<file path="config.mk">
export PLATFORM = sky130hd
export DESIGN_NAME = demod_cfg_regs
export DESIGN_NICKNAME = d
export VERILOG_FILES = /design/src/rtl/demod_cfg_pkg.sv /design/src/rtl/cfg_write_guard.sv /design/src/rtl/cfg_reg_bank.sv /design/src/rtl/cfg_clk_resolve.sv /design/src/rtl/cfg_param_resolve.sv /design/src/rtl/demod_cfg_regs.sv
export SDC_FILE = /design/constraint.sdc
export NUM_CORES = 1
export LEC_CHECK = 0
export ABC_CLOCK_PERIOD_IN_PS = 4100
export BUFFER_PORTS_ARGS = -buffer_cell sky130_fd_sc_hd__buf_2
export CAP_MARGIN = 5
export CORE_ASPECT_RATIO = 1.25
export CORE_UTILIZATION = 54
export DETAILED_ROUTE_END_ITERATION = 10
export PLACE_DENSITY = 0.79
export RECOVER_POWER = 50
export SLEW_MARGIN = 0
export SYNTH_ARGS = -nofsm -noshare
export SYNTH_HDL_FRONTEND = slang
export SYNTH_SLANG_ARGS = --single-unit
</file>
<file path="constraint.sdc">
create_clock -name clk -period 4.1 [get_ports clk]
set_clock_uncertainty 0.1 [all_clocks]
set_input_delay 0.205 -clock clk [delete_from_list [all_inputs] [get_ports clk]]
set_output_delay 0.205 -clock clk [all_outputs]
set_load 0.02 [all_outputs]
</file>
<file path="src/rtl/demod_cfg_pkg.sv">
// Package: shared field layout, mode encodings and helper functions for the
// demodulator configuration front end. Assumes an 8-bit configuration byte.
package demod_cfg_pkg;

    // Layout of the configuration byte, MSB first
    typedef struct packed {
        logic       enable;
        logic [1:0] dss;
        logic       bpsk;
        logic [1:0] pll_code;
        logic       xtal15;
        logic       adc_ext;
    } cfg_fields_t;

    typedef enum logic [1:0] {
        SRC_DVB    = 2'b00,
        SRC_DSS_23 = 2'b01,
        SRC_DSS_67 = 2'b10,
        SRC_SEARCH = 2'b11
    } rate_src_e;

    localparam logic [1:0] RO_PROG0  = 2'b00;
    localparam logic [1:0] RO_PROG1  = 2'b01;
    localparam logic [1:0] RO_FIX020 = 2'b10;

    localparam logic [2:0] CR_TWO_THIRDS = 3'd1;
    localparam logic [2:0] CR_SIX_SEVEN  = 3'd5;
    localparam logic [2:0] CR_SEARCH     = 3'd7;

    // Nonlinear PLL-factor code to multiplication ratio
    function automatic logic [3:0] pll_ratio_of(input logic [1:0] code);
        case (code)
            2'b00:   return 4'd3;
            2'b01:   return 4'd4;
            2'b10:   return 4'd6;
            default: return 4'd9;
        endcase
    endfunction

endpackage

</file>
<file path="src/rtl/cfg_write_guard.sv">
// Module: cfg_write_guard
// Enforces the write order. The configuration byte comes first. The reset
// register is then held off for SETTLE_CYCLES cycles. Writes that break the
// order are dropped and raise a sticky error. Assumes at most one write per
// cycle and a synchronous active-low reset.
module cfg_write_guard #(
    parameter int ADDR_W        = 8,
    parameter logic [ADDR_W-1:0] ADDR_CFG = '0,
    parameter logic [ADDR_W-1:0] ADDR_RST = 1,
    parameter int SETTLE_CYCLES = 9000
) (
    input  logic              clk,
    input  logic              rst_n,
    input  logic              wr_en,
    input  logic [ADDR_W-1:0] wr_addr,
    output logic              cfg_we,
    output logic              prog_we,
    output logic              cfg_valid,
    output logic              order_err,
    output logic              soft_rst_pulse
);
    localparam int CNT_W = $clog2(SETTLE_CYCLES + 1);
    localparam logic [CNT_W-1:0] CNT_LOAD = CNT_W'(SETTLE_CYCLES);

    logic [CNT_W-1:0] wait_cnt;
    logic             hit_cfg;
    logic             hit_rst;
    logic             settled;
    logic             rst_ok;
    logic             violation;

    // Address decode and acceptance rules
    always_comb begin
        hit_cfg   = (wr_addr == ADDR_CFG);
        hit_rst   = (wr_addr == ADDR_RST);
        settled   = cfg_valid && (wait_cnt == '0);
        cfg_we    = wr_en && hit_cfg;
        rst_ok    = wr_en && hit_rst && settled;
        prog_we   = wr_en && !hit_cfg && !hit_rst && cfg_valid;
        violation = wr_en && !hit_cfg && (!cfg_valid || (hit_rst && !settled));
    end

    // Settling counter, reloaded by every configuration write
    always_ff @(posedge clk) begin
        if (!rst_n)
            wait_cnt <= '0;
        else if (cfg_we)
            wait_cnt <= CNT_LOAD;
        else if (wait_cnt != '0)
            wait_cnt <= wait_cnt - 1'b1;
    end

    // Sticky flags and the soft-reset pulse
    always_ff @(posedge clk) begin
        if (!rst_n) begin
            cfg_valid      <= 1'b0;
            order_err      <= 1'b0;
            soft_rst_pulse <= 1'b0;
        end else begin
            cfg_valid      <= cfg_valid | cfg_we;
            order_err      <= order_err | violation;
            soft_rst_pulse <= rst_ok;
        end
    end

endmodule

</file>
<file path="src/rtl/cfg_reg_bank.sv">
// Module: cfg_reg_bank
// Storage for the configuration byte and a run of NUM_PROG programmable bytes
// placed at consecutive addresses from PROG_BASE. Only the reset pin restores
// the configuration byte. Write enables come pre-qualified from the guard.
module cfg_reg_bank #(
    parameter int ADDR_W    = 8,
    parameter int NUM_PROG  = 5,
    parameter logic [ADDR_W-1:0] PROG_BASE = 2,
    parameter logic [7:0] CFG_DEFAULT = 8'h00
) (
    input  logic                   clk,
    input  logic                   rst_n,
    input  logic                   cfg_we,
    input  logic                   prog_we,
    input  logic [ADDR_W-1:0]      wr_addr,
    input  logic [7:0]             wr_data,
    output logic [7:0]             cfg_byte,
    output logic [NUM_PROG*8-1:0]  prog_bytes
);
    // Configuration byte store
    always_ff @(posedge clk) begin
        if (!rst_n)
            cfg_byte <= CFG_DEFAULT;
        else if (cfg_we)
            cfg_byte <= wr_data;
    end

    // One byte register per programmable address
    for (genvar gi = 0; gi < NUM_PROG; gi++) begin : g_prog
        localparam logic [ADDR_W-1:0] MY_ADDR = PROG_BASE + ADDR_W'(gi);
        logic [7:0] val_q;

        // Load this byte when its address is written
        always_ff @(posedge clk) begin
            if (!rst_n)
                val_q <= 8'h00;
            else if (prog_we && (wr_addr == MY_ADDR))
                val_q <= wr_data;
        end

        assign prog_bytes[gi*8 +: 8] = val_q;
    end

endmodule

</file>
<file path="src/rtl/cfg_clk_resolve.sv">
// Module: cfg_clk_resolve
// Resolves the effective system clock in half-MHz units. A nonzero override
// byte wins. Otherwise the clock is 2 x crystal MHz x PLL ratio. Purely
// combinational.
module cfg_clk_resolve
    import demod_cfg_pkg::*;
#(
    parameter int XTAL_LO_MHZ = 10,
    parameter int XTAL_HI_MHZ = 15
) (
    input  logic [1:0] pll_code,
    input  logic       xtal15,
    input  logic [7:0] override_val,
    output logic [3:0] pll_ratio,
    output logic [8:0] sysclk_half_mhz
);
    localparam logic [5:0] HALF_LO = 6'(2 * XTAL_LO_MHZ);
    localparam logic [5:0] HALF_HI = 6'(2 * XTAL_HI_MHZ);

    logic [5:0] xtal_half;
    logic [9:0] product;

    // Crystal times ratio, or the software override
    always_comb begin
        pll_ratio = pll_ratio_of(pll_code);
        xtal_half = xtal15 ? HALF_HI : HALF_LO;
        product   = 10'(xtal_half) * 10'(pll_ratio);
        if (override_val != 8'h00)
            sysclk_half_mhz = {1'b0, override_val};
        else
            sysclk_half_mhz = product[8:0];
    end

endmodule

</file>
<file path="src/rtl/cfg_param_resolve.sv">
// Module: cfg_param_resolve
// Resolves the symbol rate, the roll-off and the code rate. In any DSS mode
// these are forced and the programmed registers are ignored. Purely
// combinational.
module cfg_param_resolve
    import demod_cfg_pkg::*;
#(
    parameter logic [15:0] FORCED_SYM = 16'd20000
) (
    input  logic [1:0]  dss,
    input  logic [7:0]  sym_hi,
    input  logic [7:0]  sym_lo,
    input  logic [7:0]  demod_ctrl,
    input  logic [7:0]  rate_reg,
    output logic [15:0] sym_rate_eff,
    output logic [1:0]  rolloff_eff,
    output logic [2:0]  code_rate_eff
);
    rate_src_e src;

    // Apply the DSS overrides on top of the programmed values
    always_comb begin
        src = rate_src_e'(dss);
        if (src == SRC_DVB) begin
            sym_rate_eff = {sym_hi, sym_lo};
            rolloff_eff  = demod_ctrl[0] ? RO_PROG1 : RO_PROG0;
        end else begin
            sym_rate_eff = FORCED_SYM;
            rolloff_eff  = RO_FIX020;
        end
        case (src)
            SRC_DSS_23: code_rate_eff = CR_TWO_THIRDS;
            SRC_DSS_67: code_rate_eff = CR_SIX_SEVEN;
            SRC_SEARCH: code_rate_eff = CR_SEARCH;
            default:    code_rate_eff = rate_reg[2:0];
        endcase
    end

endmodule

</file>
<file path="src/rtl/demod_cfg_regs.sv">
// Module: demod_cfg_regs (top)
// Register front end for a satellite demodulator. It takes bus writes,
// enforces the configure/settle/reset order and presents the resolved
// operating parameters. Writes land on the sampling edge. The outputs follow
// combinationally from the stored values.
module demod_cfg_regs
    import demod_cfg_pkg::*;
#(
    parameter int ADDR_W      = 8,
    parameter int REF_CLK_KHZ = 60000,
    parameter int SETTLE_US   = 150,
    parameter logic [7:0] CFG_DEFAULT = 8'h00,
    parameter logic [15:0] FORCED_SYM = 16'd20000
) (
    input  logic              clk,
    input  logic              rst_n,
    input  logic              wr_en,
    input  logic [ADDR_W-1:0] wr_addr,
    input  logic [7:0]        wr_data,
    output logic              cfg_valid,
    output logic              demod_enable,
    output logic              bpsk_sel,
    output logic              ext_adc_sel,
    output logic              xtal_15m,
    output logic [3:0]        pll_ratio,
    output logic [8:0]        sysclk_half_mhz,
    output logic [15:0]       sym_rate_eff,
    output logic [1:0]        rolloff_eff,
    output logic [1:0]        code_rate_src,
    output logic [2:0]        code_rate_eff,
    output logic              soft_rst_pulse,
    output logic              order_err
);
    localparam int SETTLE_CYCLES = (REF_CLK_KHZ * SETTLE_US + 999) / 1000;
    localparam logic [ADDR_W-1:0] ADDR_CFG  = ADDR_W'(0);
    localparam logic [ADDR_W-1:0] ADDR_RST  = ADDR_W'(1);
    localparam logic [ADDR_W-1:0] PROG_BASE = ADDR_W'(2);
    localparam int NUM_PROG  = 5;
    localparam int IDX_OVR   = 0;
    localparam int IDX_SYMHI = 1;
    localparam int IDX_SYMLO = 2;
    localparam int IDX_CTRL  = 3;
    localparam int IDX_RATE  = 4;

    logic                  cfg_we;
    logic                  prog_we;
    logic [7:0]            cfg_byte;
    logic [NUM_PROG*8-1:0] prog_bytes;
    cfg_fields_t           cfg_f;

    cfg_write_guard #(
        .ADDR_W(ADDR_W), .ADDR_CFG(ADDR_CFG), .ADDR_RST(ADDR_RST),
        .SETTLE_CYCLES(SETTLE_CYCLES)
    ) guard_i (
        .clk(clk), .rst_n(rst_n), .wr_en(wr_en), .wr_addr(wr_addr),
        .cfg_we(cfg_we), .prog_we(prog_we), .cfg_valid(cfg_valid),
        .order_err(order_err), .soft_rst_pulse(soft_rst_pulse)
    );

    cfg_reg_bank #(
        .ADDR_W(ADDR_W), .NUM_PROG(NUM_PROG), .PROG_BASE(PROG_BASE),
        .CFG_DEFAULT(CFG_DEFAULT)
    ) bank_i (
        .clk(clk), .rst_n(rst_n), .cfg_we(cfg_we), .prog_we(prog_we),
        .wr_addr(wr_addr), .wr_data(wr_data), .cfg_byte(cfg_byte),
        .prog_bytes(prog_bytes)
    );

    // Field view of the configuration byte
    always_comb begin
        cfg_f         = cfg_fields_t'(cfg_byte);
        demod_enable  = cfg_f.enable;
        bpsk_sel      = cfg_f.bpsk;
        ext_adc_sel   = cfg_f.adc_ext;
        xtal_15m      = cfg_f.xtal15;
        code_rate_src = cfg_f.dss;
    end

    cfg_clk_resolve clk_res_i (
        .pll_code(cfg_f.pll_code), .xtal15(cfg_f.xtal15),
        .override_val(prog_bytes[IDX_OVR*8 +: 8]),
        .pll_ratio(pll_ratio), .sysclk_half_mhz(sysclk_half_mhz)
    );

    cfg_param_resolve #(.FORCED_SYM(FORCED_SYM)) par_res_i (
        .dss(cfg_f.dss),
        .sym_hi(prog_bytes[IDX_SYMHI*8 +: 8]),
        .sym_lo(prog_bytes[IDX_SYMLO*8 +: 8]),
        .demod_ctrl(prog_bytes[IDX_CTRL*8 +: 8]),
        .rate_reg(prog_bytes[IDX_RATE*8 +: 8]),
        .sym_rate_eff(sym_rate_eff), .rolloff_eff(rolloff_eff),
        .code_rate_eff(code_rate_eff)
    );

endmodule

</file>
Word-level counts from Yosys, hierarchy flattened
Index checks and enable logic that the tools add are counted.

Mux-type cells: 9. Multipliers: 1. Bitwise logic cells: 3. Add/sub/neg operators: 1. Equality and inequality tests: 11. Reductions and logical operators: 27.

Operators with widths (count): 14-bit two-way mux (2); 8-bit by 3-bit == test with 1-bit output (second input constant) (3); 8-bit by 2-bit == test with 1-bit output (second input constant) (2); 16-bit two-way mux (1); 1-bit logical AND (14); 14-bit zero test (1); 14-bit nonzero test (1); 14-bit by 1-bit subtractor with 14-bit output (second input constant) (1); 4-bit one-hot mux with 3 select lines (1); 6-bit by 4-bit multiplier with 9-bit output (1); 9-bit two-way mux (1); 3-bit one-hot mux with 3 select lines (1); 8-bit by 1-bit == test with 1-bit output (second input constant) (1); 8-bit zero test (1); 8-bit nonzero test (1); 2-bit == test (second input constant) (3); 2-bit by 1-bit == test with 1-bit output (second input constant) (2); 1-bit zero test (4); 2-bit zero test (2); 4-bit two-way mux (1); 2-bit two-way mux (1); 1-bit bitwise OR (2); 2-bit nonzero test (1); 2-bit OR reduction (1); other kinds (3) (3).

Register bits: 53. Word-level logic and storage cells: 63. Output and inout bits: 43. Input bits: 19.

Logic depth before layout (Yosys ltp)
Word-level depth: 7. Gate-level depth with buffers: 14. Mapped depth without buffers: 14.

Hierarchy
A second synthesis with hierarchy kept.

Cells, all modules: 369. Area total of the unflattened synthesis: 3430.8 µm².

By module, submodules not included: cfg_reg_bank (area each 1816.7 µm², seq. area each 960.9 µm², cells each 173, instances 1); cfg_write_guard (area each 919.6 µm², seq. area each 340.3 µm², cells each 104, instances 1); cfg_clk_resolve (area each 516.7 µm², seq. area each 0.0 µm², cells each 67, instances 1); cfg_param_resolve (area each 177.7 µm², seq. area each 0.0 µm², cells each 25, instances 1).

Least setup slack after synthesis
Ideal clock, no wire load.

Kind: reg2out. Start point: reg bank_i.cfg_byte[2]. End point: out sysclk_half_mhz[8]. Path buffers: 0. Slack: 0.459 ns. Cell stages (with the launch flop): 15. Data required time: 3.795 ns. Arrival time: 3.336 ns. Path through: dfxtp_1 inv_1 ha_1 inv_1 o21ai_0 ha_1 inv_1 fa_1 inv_1 ha_1 a211oi_1 o21bai_1 a21oi_1 xnor2_1 nor2_1.

Cells in the longest elaborated chain, start to end: 4. Elaborated cells on any way between the ends: 6. Those cells by class: mul (1); eq/ne (2); mux (2); reduce/logical (1).

Ends and longest elaborated chain: from (decl) (line cfg_reg_bank.sv:17) `output logic [7:0] cfg_byte,`; from (signal assigned) (line cfg_reg_bank.sv:25) `cfg_byte <= wr_data;`; 2-bit == test (tied with other cells) (line demod_cfg_pkg.sv:32) `case (code)`; 4-bit one-hot mux with 3 select lines (*) (line demod_cfg_pkg.sv:32); via pll_ratio[2] (line demod_cfg_regs.sv:25) `output logic [3:0] pll_ratio,`; 6-bit by 4-bit multiplier with 9-bit output (*) (line cfg_clk_resolve.sv:27) `product = 10'(xtal_half) * 10'(pll_ratio);`; 9-bit two-way mux (*) (line cfg_clk_resolve.sv:28) `if (override_val != 8'h00)`; to (decl) (line demod_cfg_regs.sv:26) `output logic [8:0] sysclk_half_mhz,`.

Mark *: on every way through the listed nets, which the timed path passes. The rest lies on a longest branch.

Worst setup path after layout
Start point: reg bank_i.cfg_byte[2]. End point: out sysclk_half_mhz[8].

Cells in the longest elaborated chain, start to end: 4. Elaborated cells on any way between the ends: 6. Those cells by class: mul (1); eq/ne (2); mux (2); reduce/logical (1).

Ends and longest elaborated chain (line): 2-bit == test (tied with other cells) (demod_cfg_pkg.sv:32); 4-bit one-hot mux with 3 select lines (*) (demod_cfg_pkg.sv:32); 6-bit by 4-bit multiplier with 9-bit output (*) (cfg_clk_resolve.sv:27); 9-bit two-way mux (*) (cfg_clk_resolve.sv:28).

Mark *: on every way between the ends. The rest lies on a longest branch, timed or not.

==> flow_metrics.tcl <==
set metrics [dict create \
    outcome "complete, no violations" \
    drc 0 \
    gp_congestion 0.818 \
    wire_per_inst_um 14.0 \
    synthSimpleGateAreaFrac 0.261 \
    vias 2392 \
    path_clk_slew_ps 90 \
    syn-num-nets 360 \
    seqPwrFrac 0.437 \
    p_switching_mw 0.451 \
    portBuffers 61 \
    dpl.cell_count 432 \
    yosys-top-cells-area "dfxtp_1 (37%), mux2i_1 (10%), nor2b_1 (6.7%), ha_1 (6.5%), nand2_1 (3.8%)" \
    final-setup-viol-count 0 \
    finalNonFillerCells 440 \
    cts_sinks 53 \
    final_nets 413 \
    start_util 0.564 \
    cts_setup_buffers 0 \
    path_max_fanout 7 \
    final_cell_area_um2 3290 \
    dp_hpwl_mm 4.52 \
    die-area_um2 5650 \
    grt_max_degree 46 \
    area_growth_pct 13.9 \
    viasPerCell 5.44 \
    h-tree-depth 2 \
    synth.avg_cell_area_um2 8.91 \
    cellLeakagePower_nw 1.49 \
    synth_seq_cells 53 \
    synth_mux_area_frac 0.101 \
    drtAntennaViolNets 0 \
    cts_made_buffers 5 \
    place_area_um2 3210 \
    slew_headroom 0.474 \
    criticalPathCategory "reg -> out" \
    design.core.area_um2 5120 \
    yosys.area.top_type "dfxtp_1" \
    rows 29 \
    ir_drop_mv 0.344 \
    synthAdderAreaFrac 0.0789 \
    routed_wl_mm 6.16 \
    max_stage_delay_ps 590 \
    die_h_um 83.8 \
    synth_cells 324 \
    cp.required_ps 3800 \
    p_sw_frac 0.329 \
    diodes 0 \
    cts-root-buf "clkbuf_8" \
    reg2reg_slack_ps 1870 \
    p_int_mw 0.920 \
    clock_latency_ps 300 \
    yosysWarnings 0 \
    gr-total-overflow 0 \
    synth_top_area_share 0.367 \
    clockBufferDepth 2 \
    power_mw 1.37 \
    max_cap_violations 0 \
    start_kind "flop" \
    drv_slew 0 \
    grt_pass1_vias 2235 \
    finalCritPeriodShare 0.946 \
    synth_seq_area_share 0.367 \
    postCtsHoldBufs 0 \
    antenna_found_initial 0 \
    firstDrtPassIters 4 \
    yosysUniqueCellTypes 43 \
    hold_class "in -> reg" \
    setup_slack_ps 222 \
    critPathArrivalTime_ps 3570 \
    grt_pass1_wl_mm 9.92 \
    pre_cts_ws_ps 412 \
    io_pins 62 \
    crit_top_cell "inv_1" \
    cts_tree "built" \
    synthXorXnorAreaFrac 0.0334 \
    fin_crit_ps 3880 \
    rsz0062_at_grt "false" \
    crit_chain "inv_1 -> ha_2 -> inv_2 -> o21ai_1 -> ha_1 -> inv_1 -> fa_1 -> inv_1 -> ha_1 -> a211oi_1 -> o21bai_1 -> a21oi_1 -> xnor2_1 -> nor2_1 -> buf_2" \
    drtIter0Drc 71 \
    synth_top_family_by_area "simple AND/OR/NAND/NOR gates" \
    max_slew.worst_pin.slew_ps 783 \
    syn-cell-area_um2 2890 \
    comb_power_share 0.303 \
    clkPwrFrac 0.260 \
    max_freq_mhz 258 \
    synth_compound_area_frac 0.111 \
    hold_viol 0 \
    cp_slowest_cell "fa_1" \
    die_w_um 67.4 \
    fin_setup_tns_ps 0 \
    grt_use_total 0.225 \
    drive_gt1_frac 0.156 \
    cts_resized 0 \
    powerDensity_nw_per_um2 417 \
    cp-end-kind "output pin" \
]
## critical path: cells and delay by family, from the launching register on
family | cells | cell delay [ps]
compound gates | 4 | 650
buf+inv | 5 | 510
simple gates | 1 | 50
fa+ha+maj | 4 | 1540
flops | 1 | 360
xor+xnor | 1 | 150
## cell usage after synthesis
cell and number:
buf_6 1, o21ai_0 5, fa_1 2, buf_2 3
ha_1 15, a21boi_1 2, and3b_1 1, a21boi_0 11
a21oi_1 10, nor4_1 3, nor3b_1 2, nor4b_1 1
nand3_1 7, dfxtp_1 53, nand4_1 3, a21o_1 7
xor2_1 5, nand2b_4 1, or3_1 9, nor2_1 16
mux2i_1 29, nor3_2 1, or4_1 2, a31oi_1 1
o21bai_1 4, nand3b_1 2, or2_2 1, o21a_1 1
xnor2_1 6, nor2b_1 31, nand2b_1 3, o21ai_2 1
o211ai_2 1, clkbuf_1 10, and2_1 13, a211oi_1 4
or4b_1 1, inv_1 16, nor3_1 6, buf_4 2
nand2_1 29, nor2_2 1, or4_4 2
## sequential cells by signal, summed over array words and instances (netlist names)
signal,cells
bank_i.cfg_byte,8
guard_i.order_err,1
guard_i.wait_cnt,14
guard_i.cfg_valid,1
bank_i.g_prog.val_q,28
guard_i.soft_rst_pulse,1
## power groups by stage
stage	combinational [mW]	sequential [mW]	clock [mW]
3_5_place_dp	0.408	0.611	0
2_1_floorplan	0.349	0.602	0
6_report	0.415	0.600	0.357
4_1_cts	0.412	0.599	0.363
3_3_place_gp	0.403	0.608	0
5_1_grt	0.465	0.607	0.384
## metrics by stage
step           hold WS, ps   util
2_1_floorplan          250      -
3_3_place_gp           350  0.627
3_5_place_dp           361  0.627
4_1_cts               75.5  0.649
5_1_grt               86.5  0.643
6_report              82.6  0.643
## area by class of cell
class / instances / area, µm²
clock buffer: 5 / 68.8
clock inverter: 3 / 46.3
fill: 465 / 1830
inverter: 16 / 60.1
multi-input combinational: 239 / 1690
sequential: 53 / 1060
tap: 62 / 77.6
timing repair buffer: 62 / 284
## layout by cell type, fill, tap and decap left out, types with 5 or more instances in the layout
cell type | Yosys | final
clkbuf_1 | 10 | 21
xnor2_1 | 6 | 6
nor2_1 | 16 | 16
nor2b_1 | 31 | 31
inv_1 | 16 | 15
or3_1 | 9 | 9
nand2_1 | 29 | 29
xor2_1 | 5 | 5
mux2i_1 | 29 | 29
dfxtp_1 | 53 | 53
buf_2 | 3 | 41
ha_1 | 15 | 14
clkbuf_8 | 0 | 5
nor3_1 | 6 | 6
a21o_1 | 7 | 7
and2_1 | 13 | 12
a21boi_0 | 11 | 11
a21oi_1 | 10 | 10
nand3_1 | 7 | 7
## metal layers
layer	vias up	wire length, µm	global-route usage
li1	1210	-	-
met5	-	0	0
met2	57	3080	0.400
met3	9	222	0.0383
met4	0	91	0.0735
met1	1116	2770	0.263
## final timing paths
| path | cells past startpoint | from | to |
|---|---|---|---|
| setup / recovery | 15 | bank_i.cfg_byte[2] | sysclk_half_mhz[8] |
| setup reg to reg | 5 | guard_i.wait_cnt[8] | guard_i.wait_cnt[4] |
| hold / removal | 3 | wr_data[7] | bank_i.cfg_byte[7] |
| hold reg to reg | 2 | bank_i.cfg_byte[7] | bank_i.cfg_byte[7] |
## kinds of logic (layout without fill, tap and decap cells)
kind of cell | Yosys count | after routing
compound gates | 47 | 47
buf+inv | 32 | 86
fa+ha+maj | 17 | 17
xor+xnor | 11 | 11
mux | 29 | 29
simple gates | 135 | 135
flops | 53 | 53
(Power assumes the default switching activity.)
